**src/rtl/vsd_pkg.sv**
```systemverilog
package vsd_pkg;
  typedef enum logic [0:0] {
    EDGE_RISE = 1'b0,
    EDGE_FALL = 1'b1
  } edge_e;
  localparam int NUM_EDGES = 2;
endpackage

```
**src/rtl/vsd_edge_detect.sv**
```systemverilog
module vsd_edge_detect (
  input  logic clk,
  input  logic rst_n,
  input  logic sig_in,
  output logic rise,
  output logic fall
);
  logic sig_q;

  always_ff @(posedge clk or negedge rst_n) begin
    if (!rst_n) sig_q <= 1'b0;
    else        sig_q <= sig_in;
  end

  assign rise = sig_in & ~sig_q;
  assign fall = ~sig_in & sig_q;

  a_r6_edges_exclusive: assert property (@(posedge clk) disable iff (!rst_n)
    !(rise && fall));
endmodule

```
**src/rtl/vsd_edge_timer.sv**
```systemverilog
module vsd_edge_timer #(
  parameter int CNT_W = 12
) (
  input  logic             clk,
  input  logic             rst_n,
  input  logic             load,
  input  logic [CNT_W-1:0] dly,
  output logic             fire,
  output logic             busy
);
  logic [CNT_W-1:0] cnt;
  logic             busy_q;

  // Fire at once for a zero delay, else when the count reaches its last step.
  assign fire = load ? (dly == '0) : (busy_q && cnt == CNT_W'(1));
  assign busy = busy_q;

  always_ff @(posedge clk or negedge rst_n) begin
    if (!rst_n) begin
      cnt    <= '0;
      busy_q <= 1'b0;
    end else if (load) begin
      cnt    <= dly;
      busy_q <= (dly != '0);
    end else if (busy_q) begin
      cnt <= cnt - CNT_W'(1);
      if (cnt == CNT_W'(1)) busy_q <= 1'b0;
    end
  end

  // an armed counter steps down by exactly one per clock
  a_r5_count_step: assert property (@(posedge clk) disable iff (!rst_n)
    (busy_q && !load && cnt != CNT_W'(1)) |=> (busy_q && cnt == $past(cnt) - CNT_W'(1)));
  // an armed counter never holds zero, even at the largest count
  a_r10_armed_nonzero: assert property (@(posedge clk) disable iff (!rst_n)
    busy_q |-> (cnt != '0));
  // the counter disarms after its last step
  a_r1_disarm: assert property (@(posedge clk) disable iff (!rst_n)
    (busy_q && !load && cnt == CNT_W'(1)) |=> !busy_q);
endmodule

```
**src/rtl/vsync_field_delay.sv**
```systemverilog
module vsync_field_delay #(
  parameter int CNT_W = 12
) (
  input  logic             clk,
  input  logic             rst_n,
  input  logic             vsync_in,
  input  logic             interlaced,
  input  logic             field_even,
  input  logic             shift_en,
  input  logic [CNT_W-1:0] shift_cnt,
  output logic             vsync_out
);
  import vsd_pkg::*;

  logic             rise_evt, fall_evt;
  logic [CNT_W-1:0] eff_dly, dly_lat;
  logic             delay_sel;
  logic [NUM_EDGES-1:0]            t_load, t_fire, t_busy;
  logic [NUM_EDGES-1:0][CNT_W-1:0] t_dly;
  logic             out_q;

  vsd_edge_detect u_edge (
    .clk   (clk),
    .rst_n (rst_n),
    .sig_in(vsync_in),
    .rise  (rise_evt),
    .fall  (fall_evt)
  );

  assign delay_sel = shift_en & interlaced & field_even;
  assign eff_dly   = delay_sel ? shift_cnt : '0;

  // The delay chosen at the rising edge is kept for the falling edge.
  always_ff @(posedge clk or negedge rst_n) begin
    if (!rst_n)        dly_lat <= '0;
    else if (rise_evt) dly_lat <= eff_dly;
  end

  assign t_load[EDGE_RISE] = rise_evt;
  assign t_dly[EDGE_RISE]  = eff_dly;
  assign t_load[EDGE_FALL] = fall_evt;
  assign t_dly[EDGE_FALL]  = dly_lat;

  for (genvar g = 0; g < NUM_EDGES; g++) begin : g_timer
    vsd_edge_timer #(.CNT_W(CNT_W)) u_timer (
      .clk  (clk),
      .rst_n(rst_n),
      .load (t_load[g]),
      .dly  (t_dly[g]),
      .fire (t_fire[g]),
      .busy (t_busy[g])
    );
  end

  always_ff @(posedge clk or negedge rst_n) begin
    if (!rst_n)                 out_q <= 1'b0;
    else if (t_fire[EDGE_RISE]) out_q <= 1'b1;
    else if (t_fire[EDGE_FALL]) out_q <= 1'b0;
  end

  assign vsync_out = out_q;

  // a firing rise timer raises the output on the next clock
  a_r5_rise_sets_out: assert property (@(posedge clk) disable iff (!rst_n)
    t_fire[EDGE_RISE] |=> vsync_out);
  // a firing fall timer lowers the output on the next clock
  a_r6_fall_clears_out: assert property (@(posedge clk) disable iff (!rst_n)
    (t_fire[EDGE_FALL] && !t_fire[EDGE_RISE]) |=> !vsync_out);
  // the output moves only when a timer fires
  a_r6_out_hold: assert property (@(posedge clk) disable iff (!rst_n)
    (t_fire == '0) |=> $stable(vsync_out));
  // the two edge timers never fire together under legal spacing
  a_r9_no_collide: assert property (@(posedge clk) disable iff (!rst_n)
    !(t_fire[EDGE_RISE] && t_fire[EDGE_FALL]));
  // the latched delay changes only at a rising edge
  a_r8_latch_stable: assert property (@(posedge clk) disable iff (!rst_n)
    !rise_evt |=> $stable(dly_lat));
  // a zero effective delay passes the rising edge with one register stage
  a_r7_zero_pass: assert property (@(posedge clk) disable iff (!rst_n)
    (rise_evt && eff_dly == '0) |=> vsync_out);
endmodule

```
**config.mk**
```make
export PLATFORM = sky130hd
export DESIGN_NAME = vsync_field_delay
export DESIGN_NICKNAME = d
export VERILOG_FILES = /design/src/rtl/vsd_pkg.sv /design/src/rtl/vsd_edge_detect.sv /design/src/rtl/vsd_edge_timer.sv /design/src/rtl/vsync_field_delay.sv
export SDC_FILE = /design/constraint.sdc
export NUM_CORES = 1
export LEC_CHECK = 0
export ABC_AREA = 1
export BUFFER_PORTS_ARGS = -buffer_cell sky130_fd_sc_hd__buf_2
export CAP_MARGIN = 20
export CORE_MARGIN = 8
export CORE_UTILIZATION = 40
export CTS_BUF_LIST = sky130_fd_sc_hd__clkbuf_16
export CTS_CLUSTER_DIAMETER = 100
export DETAILED_ROUTE_END_ITERATION = 6
export PLACE_DENSITY = 0.56
export SYNTH_ARGS = -nofsm -noshare
export SYNTH_HDL_FRONTEND = slang
export SYNTH_SLANG_ARGS = --single-unit
export TNS_END_PERCENT = 50
```
**constraint.sdc**
```tcl
create_clock -name clk -period 1.7 [get_ports clk]
set_input_delay 0.17 -clock clk [delete_from_list [all_inputs] [get_ports clk]]
set_output_delay 0.17 -clock clk [all_outputs]
set_load 0.01 [all_outputs]
```
---- Word level (Yosys, flattened, before mapping) ----
Index checks and enable logic that the tools add are counted.
word-level totals
  register bits after elaboration ......... 40
  input bits .............................. 18
  output and inout port bits .............. 1
  logic and storage cells ................. 41
cells by class
  add/sub/neg operators ................... 2
  equality and inequality tests ........... 2
  muxes and demuxes ....................... 15
  bitwise operators ....................... 6
  reductions and logical operators ........ 9
operators by type and width
  cell                   number
  $mux 12                5
  $eq 12x1->1 const B    2
  $logic_not 12->1       2
  $reduce_bool 12->1     2
  $sub 12x1->12 const B  2
  $mux 1                 10
  $reduce_bool 2->1      3
  $and 1x1->1            4
  $logic_and 1x1->1      2
  $not 1->1              2

---- Depth between registers and ports, before layout ----
Gate-level depths: netlist of run 1.
  depth in word-level cells ............... 6
  mapped depth ............................ 11
  gate-level depth less buffers ........... 11

---- Cells and area by module ----
A second synthesis of run 1 with hierarchy kept.
unflattened totals
  cell total of the unflattened synthesis .. 357
  area, all modules ....................... 2562.5 um^2
by module, submodules not included
  module             instances  cells an instance  area each (um^2)  seq. area each (um^2)
  vsd_edge_timer     2          134                927.1             325.3
  vsync_field_delay  1          84                 668.1             325.3
  vsd_edge_detect    1          5                  40.0              25.0

---- Worst setup path before layout of run 1 ----
OpenSTA, ideal clock, no wires.
  path type ............................... register to register
  from .................................... register g_timer[1].u_timer.cnt[0]
  to ...................................... register g_timer[1].u_timer.cnt[10]
  setup time .............................. 0.117 ns
  arrival time ............................ 1.138 ns
  data required time ...................... 1.583 ns
  slack ................................... 0.446 ns
  stages on the path, launching flop included .. 9
  path buffers ............................ 0
  period minus slack after synthesis ...... 1.254 ns
  cell sequence ........................... dfrtp_1 > inv_1 > ha_1 > nand2_1 > nor2_2 > nand2_1 > xor2_1 > nand2_1 > nand2_1
on the way
  word-level cells in the longest chain between the ends .. 3
ends and longest elaborated chain
  item                    line                  RTL
  start, declared         vsd_edge_timer.sv:11  logic [CNT_W-1:0] cnt;
  start signal, assigned  vsd_edge_timer.sv:23  cnt <= dly;
  start signal, assigned  vsd_edge_timer.sv:26  cnt <= cnt - CNT_W'(1);
  $sub 12x1->12           vsd_edge_timer.sv:26
  $mux 12                 vsd_edge_timer.sv:25  end else if (busy_q) begin
  $mux 12                 vsd_edge_timer.sv:22  end else if (load) begin
No other way between the ends. The select of a mux whose other input is x is not followed.
A chain may end at the register's enable or synchronous reset.

---- Final worst setup path of run 1 ----
  from .................................... register u_edge.sig_q
  to ...................................... register g_timer[0].u_timer.cnt[6]
on the way
  word-level cells in the longest chain between the ends .. 3
  elaborated cells between the ends (all ways) .. 4
  those cells by class .................... 1 x mux; 2 x bitwise; 1 x reduce/logical
ends and longest elaborated chain
  item                                                 line                   RTL
  start, declared                                      vsd_edge_detect.sv:8   logic sig_q;
  start signal, assigned                               vsd_edge_detect.sv:12  else sig_q <= sig_in;
  $not 1->1 (*)                                        vsd_edge_detect.sv:15  assign rise = sig_in & ~sig_q;
  $and 1x1->1 (*)                                      vsd_edge_detect.sv:15
  $mux 12 / $reduce_bool 2->1 (equally long branches)  -
  end signal, assigned                                 vsd_edge_timer.sv:23
  end signal, assigned                                 vsd_edge_timer.sv:26
  end, declared                                        vsd_edge_timer.sv:11
Every way passes the cells marked *; elsewhere a longest branch is shown, timed or not.

==> reports/results.txt, run 1 <==
Yosys top cell by area: dfrtp_1
Required @ worst endpoint: 1.85 ns
Routed via count: 2,141
Worst Tran Pin Value: 0.529 ns
Net Count, Synth: 344
Row count: 28
Per-cell routed wire length: 14.3 um
Area contributors post-synth: dfrtp_1 42%, nand2_1 12%, nor2_1 7.6%
Worst-Skew Late Latency: 0.28 ns
Post-synthesis cell count: 322
Clock Skew: 0.00185 ns
Worst-case clock buffer depth: 2
Avg Inst Size Synth: 7.38 um^2
Period minus WS final: 1.42 ns
Most common cell after layout, fill and taps aside: nand2_1
Post-synth cell types: 30
Sw power: 1.69 mW
HP Class: in2reg
Clock-pin transition on the worst setup and hold timing paths: 0.06 ns
CTS root buf: clkbuf_16
Final ANT Viol Nets: 0
N_diodes: 0
Post-CTS Hold Fix Bufs: 1
CP Capture Type: flip-flop
Slew Limit Headroom: 64.7%
Total power: 4.24 mW
Final setup margin: 0.283 ns
Crit-path max FO: 12
Filler Cell Count: 610
Critical Path AT: 1.57 ns
Gate power share: 39.3%
Port Buffers: 18
Die Height: 93.1 um
Pre-Repair DR Iteration Count: 4
Layout cells sized above 1: 14.3%
Maximum vdd drop: 0.752 mV
Final #Nets: 371
#FFs+latches synth: 40
Antenna violations before repair: 0
Final Cycle Share: 83.3%
Post-CTS Resized: 0
Hpwl dp: 4630 um
Die ar.: 8670 um^2
Clock power share: 24.8%
Sequential fraction of design power: 35.9%
Gr usage total: 15.1%
H-tree levels: 2
CTS tree: built
Core Util, Final: 47.2%
Critical path launch point type: flip-flop
Die X: 93.1 um
Pre-CTS WS: 0.297 ns
Hold Vio Cnt, Final: 0
Reg2reg setup slack: 0.28 ns
DRT Wirelength: 6100 um
DRC Markers: 0
Sw Ratio: 39.8%
Post-synthesis sequential area ratio: 42.1%
CTS sink cnt: 40
Status: finished, final reports clean
Leakage: 1.37 nW
RSZ-0062 raised after global routing: false
Starting Density: 40.9%
Yosys top cell area share: 42.1%
Core area: 5820 um^2
Commonest cells after routing, fill and taps aside: 78 x nand2_1, 48 x inv_1, 48 x nor2_1, 40 x dfrtp_1, 31 x nand3_1
Largest net degree at the start of global routing: 41
Post-CTS Setup Bufs: 0
Num CTS Buffers: 5
Number of top-level pins: 19
Drt initial violations: 105
Routability cong.: 0.853
Mapped Area: 2380 um^2
Synth warn: 0
Area Overhead vs Synth: 15.5%
Power density cells: 1540 nW/um^2
Number of max-cap violations: 0
Max Clock Freq: 706 MHz
Final setup fails: 0
Critical path type: reg2reg
Vias in the first global route: 2,083
Aggregate global routing overflow: 0
First-pass GRT wire length: 10,400 um
Final TNS setup: 0 ns
Fin. max-slew vios: 0
Int Pwr: 2.55 mW
Vias per inst: 5.04
[logic make-up (layout without fill, tap and decap cells)]
| logic type | Yosys count | count (layout) | synth area share, % |
|---|---|---|---|
| fa+ha+maj | 4 | 4 | 2.11 |
| simple gates | 173 | 173 | 31.9 |
| flops | 40 | 40 | 42.1 |
| compound gates | 42 | 42 | 11.7 |
| buf+inv | 57 | 85 | 9.95 |
| xor+xnor | 6 | 6 | 2.21 |
[critical path, cell delays in order, from the launching register on]
cell and delay [ns]:
dfrtp_1 0.40, nor2_4 0.20, buf_4 0.17, nor2_1 0.04
buf_4 0.19, a31oi_1 0.19, a22oi_1 0.10
[registers in the layout, summed over array words and instances (netlist names)]
name / flops
dly_lat: 12
g_timer.u_timer.busy: 2
g_timer.u_timer.cnt: 24
u_edge.sig_q: 1
vsync_out: 1
[layer usage]
layer	global-route usage, %	part of all wire [%]	up-vias
met3	3.13	2.7	4
met4	4.03	0.59	0
met1	19.9	48	1020
met5	0	0	-
li1	-	-	1080
met2	24.6	49	37
[power by group through the flow]
stage               Sequential [mW]  Combinational, mW  Clock [mW]
floorplan                      1.46               1.29           0
global placement               1.53               1.66           0
detailed placement             1.53               1.66           0
CTS                            1.52               1.67        1.08
global route                   1.57               1.90        1.12
finish                         1.52               1.67        1.05
[final timing paths]
path	from	end	cells past startpoint
max reg2reg	u_edge.sig_q$_DFF_PN0_	g_timer[0].u_timer.cnt[6]$_DFFE_PN0P_	6
max	u_edge.sig_q$_DFF_PN0_	g_timer[0].u_timer.cnt[6]$_DFFE_PN0P_	6
min in group asynchronous	rst_n	g_timer[1].u_timer.cnt[11]$_DFFE_PN0P_	3
min	vsync_in	u_edge.sig_q$_DFF_PN0_	1
max in group asynchronous	rst_n	g_timer[0].u_timer.cnt[8]$_DFFE_PN0P_	3
min reg2reg	vsync_out$_DFFE_PN0P_	vsync_out$_DFFE_PN0P_	2
[per-stage QoR]
step | hold slack [ns] | instances | area (um^2)
floorplan | -0.126 | 322 | 2380
global placement | 0.277 | 416 | 2570
detailed placement | 0.276 | 416 | 2570
CTS | 0.0300 | 425 | 2750
global route | 0.0340 | 425 | 2750
finish | 0.0309 | 425 | 2750
[synth_stat cells (all sizes together)]
library cell  count
dfrtp            40
o211ai            5
buf               7
nand3            32
inv              50
nor2             56
nand2            80
a41oi             1
a31oi             2
ha                4
a21oi             6
o311ai            1
nand4             2
o21ai            13
o221ai            4
o22ai             4
o21bai            4
a22oi             2
xor2              5
nor3              3
xnor2             1
[cell type report]
type	instances	area [um^2]	share of cell area (%)
Sequential cell	40	1000	36.4
Clock buffer	5	125	4.56
Timing Repair Buffer	27	160	5.83
Multi-Input combinational cell	225	1140	41.5
Inverter	50	188	6.83
Clock inverter	3	38.8	1.41
Tap cell	75	93.8	3.42
No activity file was read; power rests on OpenSTA's default activity.
==> run 2: changes to the inputs <==
- PLACE_DENSITY: 0.56 -> 0.58
- clock period: 1.7 -> 1.15 ns (I/O delays scaled with it)
==> run 2 against run 1 <==
First-iteration DRC count up 33%. Total power up 81%. Via count up 10%. Fmax up 3.4%. Worst setup slack worse by 0.50 ns. Cell area up 27%. Final cell count up 12%. Core utilization up 13 points. Count of clock-buffer cells in the layout unchanged. Die area unchanged. The flow now finishes with violations (setup timing). Sequential power up 47%.
==> reports/results.txt, run 2 (synthesized netlist as in run 1, its figures left out) <==
Die X: 93.1 um
Filler Cell Count: 540
Critical path type: reg2reg
Critical path launch point type: flip-flop
Num CTS Buffers: 5
Hold Vio Cnt, Final: 0
HP Class: in2reg
Leakage: 1.70 nW
Worst-case clock buffer depth: 2
Drt initial violations: 140
Final setup fails: 38
Final setup margin: -0.221 ns
Placed instance count: 458
Crit-path max FO: 5
Row count: 28
Vias in the first global route: 2,350
Core Util, Final: 59.8%
First-pass GRT wire length: 11,300 um
Maximum vdd drop: 1.22 mV
CP Capture Type: flip-flop
Port Buffers: 18
Hpwl dp: 4990 um
Final non-filler cell area: 3480 um^2
Placed Area: 2930 um^2
Largest register FFs: 24
Reg2reg setup slack: -0.22 ns
Vias per inst: 4.95
CTS tree: built
Per-cell routed wire length: 14.3 um
Most common cell after layout, fill and taps aside: nand2_1
Critical Path AT: 1.53 ns
Slew Limit Headroom: 77.1%
Family with the most delay on the worst path: buffers and inverters
Die ar.: 8670 um^2
CP Buf/Inv Count: 3
Gr usage total: 16.5%
Fin. max-slew vios: 0
FF-to-FF path depth: 7
Routability cong.: 0.930
Clock-pin transition on the worst setup and hold timing paths: 0.06 ns
Most common cell on crit path: buf_6
Routed via count: 2,359
Worst-Skew Late Latency: 0.28 ns
RSZ-0062 raised after global routing: true
Hold Path Sink: u_edge.sig_q$_DFF_PN0_
Reg-to-Reg End: vsync_out$_DFFE_PN0P_
Die Height: 93.1 um
Aggregate global routing overflow: 0
Final hold slack: 0.0545 ns
Number of max-cap violations: 0
Worst Tran Pin Value: 0.343 ns
Layout cells sized above 1: 36.6%
DRT Wirelength: 6820 um
Hold path depth: 2
Failing checks: setup timing
Biggest register: g_timer.u_timer.cnt
Core area: 5820 um^2
Number of top-level pins: 19
CP max stage delay: 0.41 ns
CP max stage cell: dfrtp_1
Power density cells: 2210 nW/um^2
Final Cycle Share: 119%
CTS root buf: clkbuf_16
Pre-Repair DR Iteration Count: 4
Layout Cells excl Fill: 477
FF-to-FF Start: u_edge.sig_q$_DFF_PN0_
Area Overhead vs Synth: 46.3%
Clock Skew: 0.00368 ns
Status: complete, but fails checks
Commonest cells after routing, fill and taps aside: 73 x nand2_1, 46 x buf_4, 41 x inv_1, 39 x dfrtp_1, 37 x nor2_1
N_diodes: 0
Final ANT Viol Nets: 0
CTS sink cnt: 40
DRC Markers: 0
Max Clock Freq: 730 MHz
Period minus WS final: 1.37 ns
Required @ worst endpoint: 1.31 ns
Final #Nets: 423
H-tree levels: 2
Cell chain of the critical path: buf_6, nor2_4, buf_6, nor2_4, buf_6, nand4_1, nand3_1
Hold_sp: vsync_in
Largest net degree at the start of global routing: 41
Starting Density: 40.9%
Antenna violations before repair: 0
Pre-CTS WS: -0.226 ns
-- run 2: cell types whose count changed in the layout (fill, tap and decap cells not counted), sizes merged --
cell	previous run	this run
buf	26	78
-- run 2: worst max path at each step --
| stage | slack [ns] | depth (start not counted) | from | end |
|---|---|---|---|---|
| finish | -0.22 | 7 | u_edge.sig_q$_DFF_PN0_ | vsync_out$_DFFE_PN0P_ |
| floorplan | -0.07 | 8 | g_timer[1].u_timer.cnt[0]$_DFFE_PN0P_ | g_timer[1].u_timer.cnt[10]$_DFFE_PN0P_ |
| global route | -0.32 | 11 | g_timer[1].u_timer.cnt[1]$_DFFE_PN0P_ | vsync_out$_DFFE_PN0P_ |
| detailed placement | -0.23 | 11 | g_timer[1].u_timer.cnt[1]$_DFFE_PN0P_ | vsync_out$_DFFE_PN0P_ |
| global placement | -0.22 | 11 | g_timer[1].u_timer.cnt[1]$_DFFE_PN0P_ | vsync_out$_DFFE_PN0P_ |
| CTS | -0.19 | 7 | g_timer[1].u_timer.cnt[2]$_DFFE_PN0P_ | g_timer[1].u_timer.cnt[11]$_DFFE_PN0P_ |
-- run 2: timing repair --
item	in CTS	in global routing
pin swaps	12	12
cloned	2	0
hold buffers	1	0
endpoints found under the hold margin	40	0
endpoints found under the setup margin	38	39
setup buffers	3	5
resized for setup	47	32
-- run 2: cell type report --
type                    count  area, um^2  area share [%]
clock inverters             3        38.8            1.12
well taps                  75        93.8            2.70
repair buffers             79         649            18.7
inverters                  50         193            5.54
clock buffers               5         125            3.60
flip-flops and latches     40        1000            28.8
multi-input cells         225        1380            39.6
-- run 2: stage by stage --
step	total power [mW]	setup TNS, ns
after floorplan	4.12	-0.145
after global placement	5.46	-3.67
after detailed placement	5.50	-4.27
after CTS	7.35	-3.69
after global routing	8.22	-7.23
final	7.68	-4.57
-- run 2: power by group --
group | switching [mW] | total [mW] | internal (mW)
sequential | 0.397 | 2.24 | 1.84
combinational | 2.08 | 3.86 | 1.79
clock | 0.564 | 1.58 | 1.01
total | 3.04 | 7.68 | 4.64
-- run 2: per-layer routing --
metal	wire, um	GRT usage, %
met2	3520	29.8
met1	2860	18.6
met3	292	2.88
met5	0	0
met4	159	7.38
-- run 2: worst reg2reg max path, cell delays in order, from the launching register on --
cell and delay [ns]:
dfrtp_1 0.41, buf_6 0.14, nor2_4 0.20, buf_6 0.17, nor2_4 0.04, buf_6 0.12, nand4_1 0.08, nand3_1 0.09
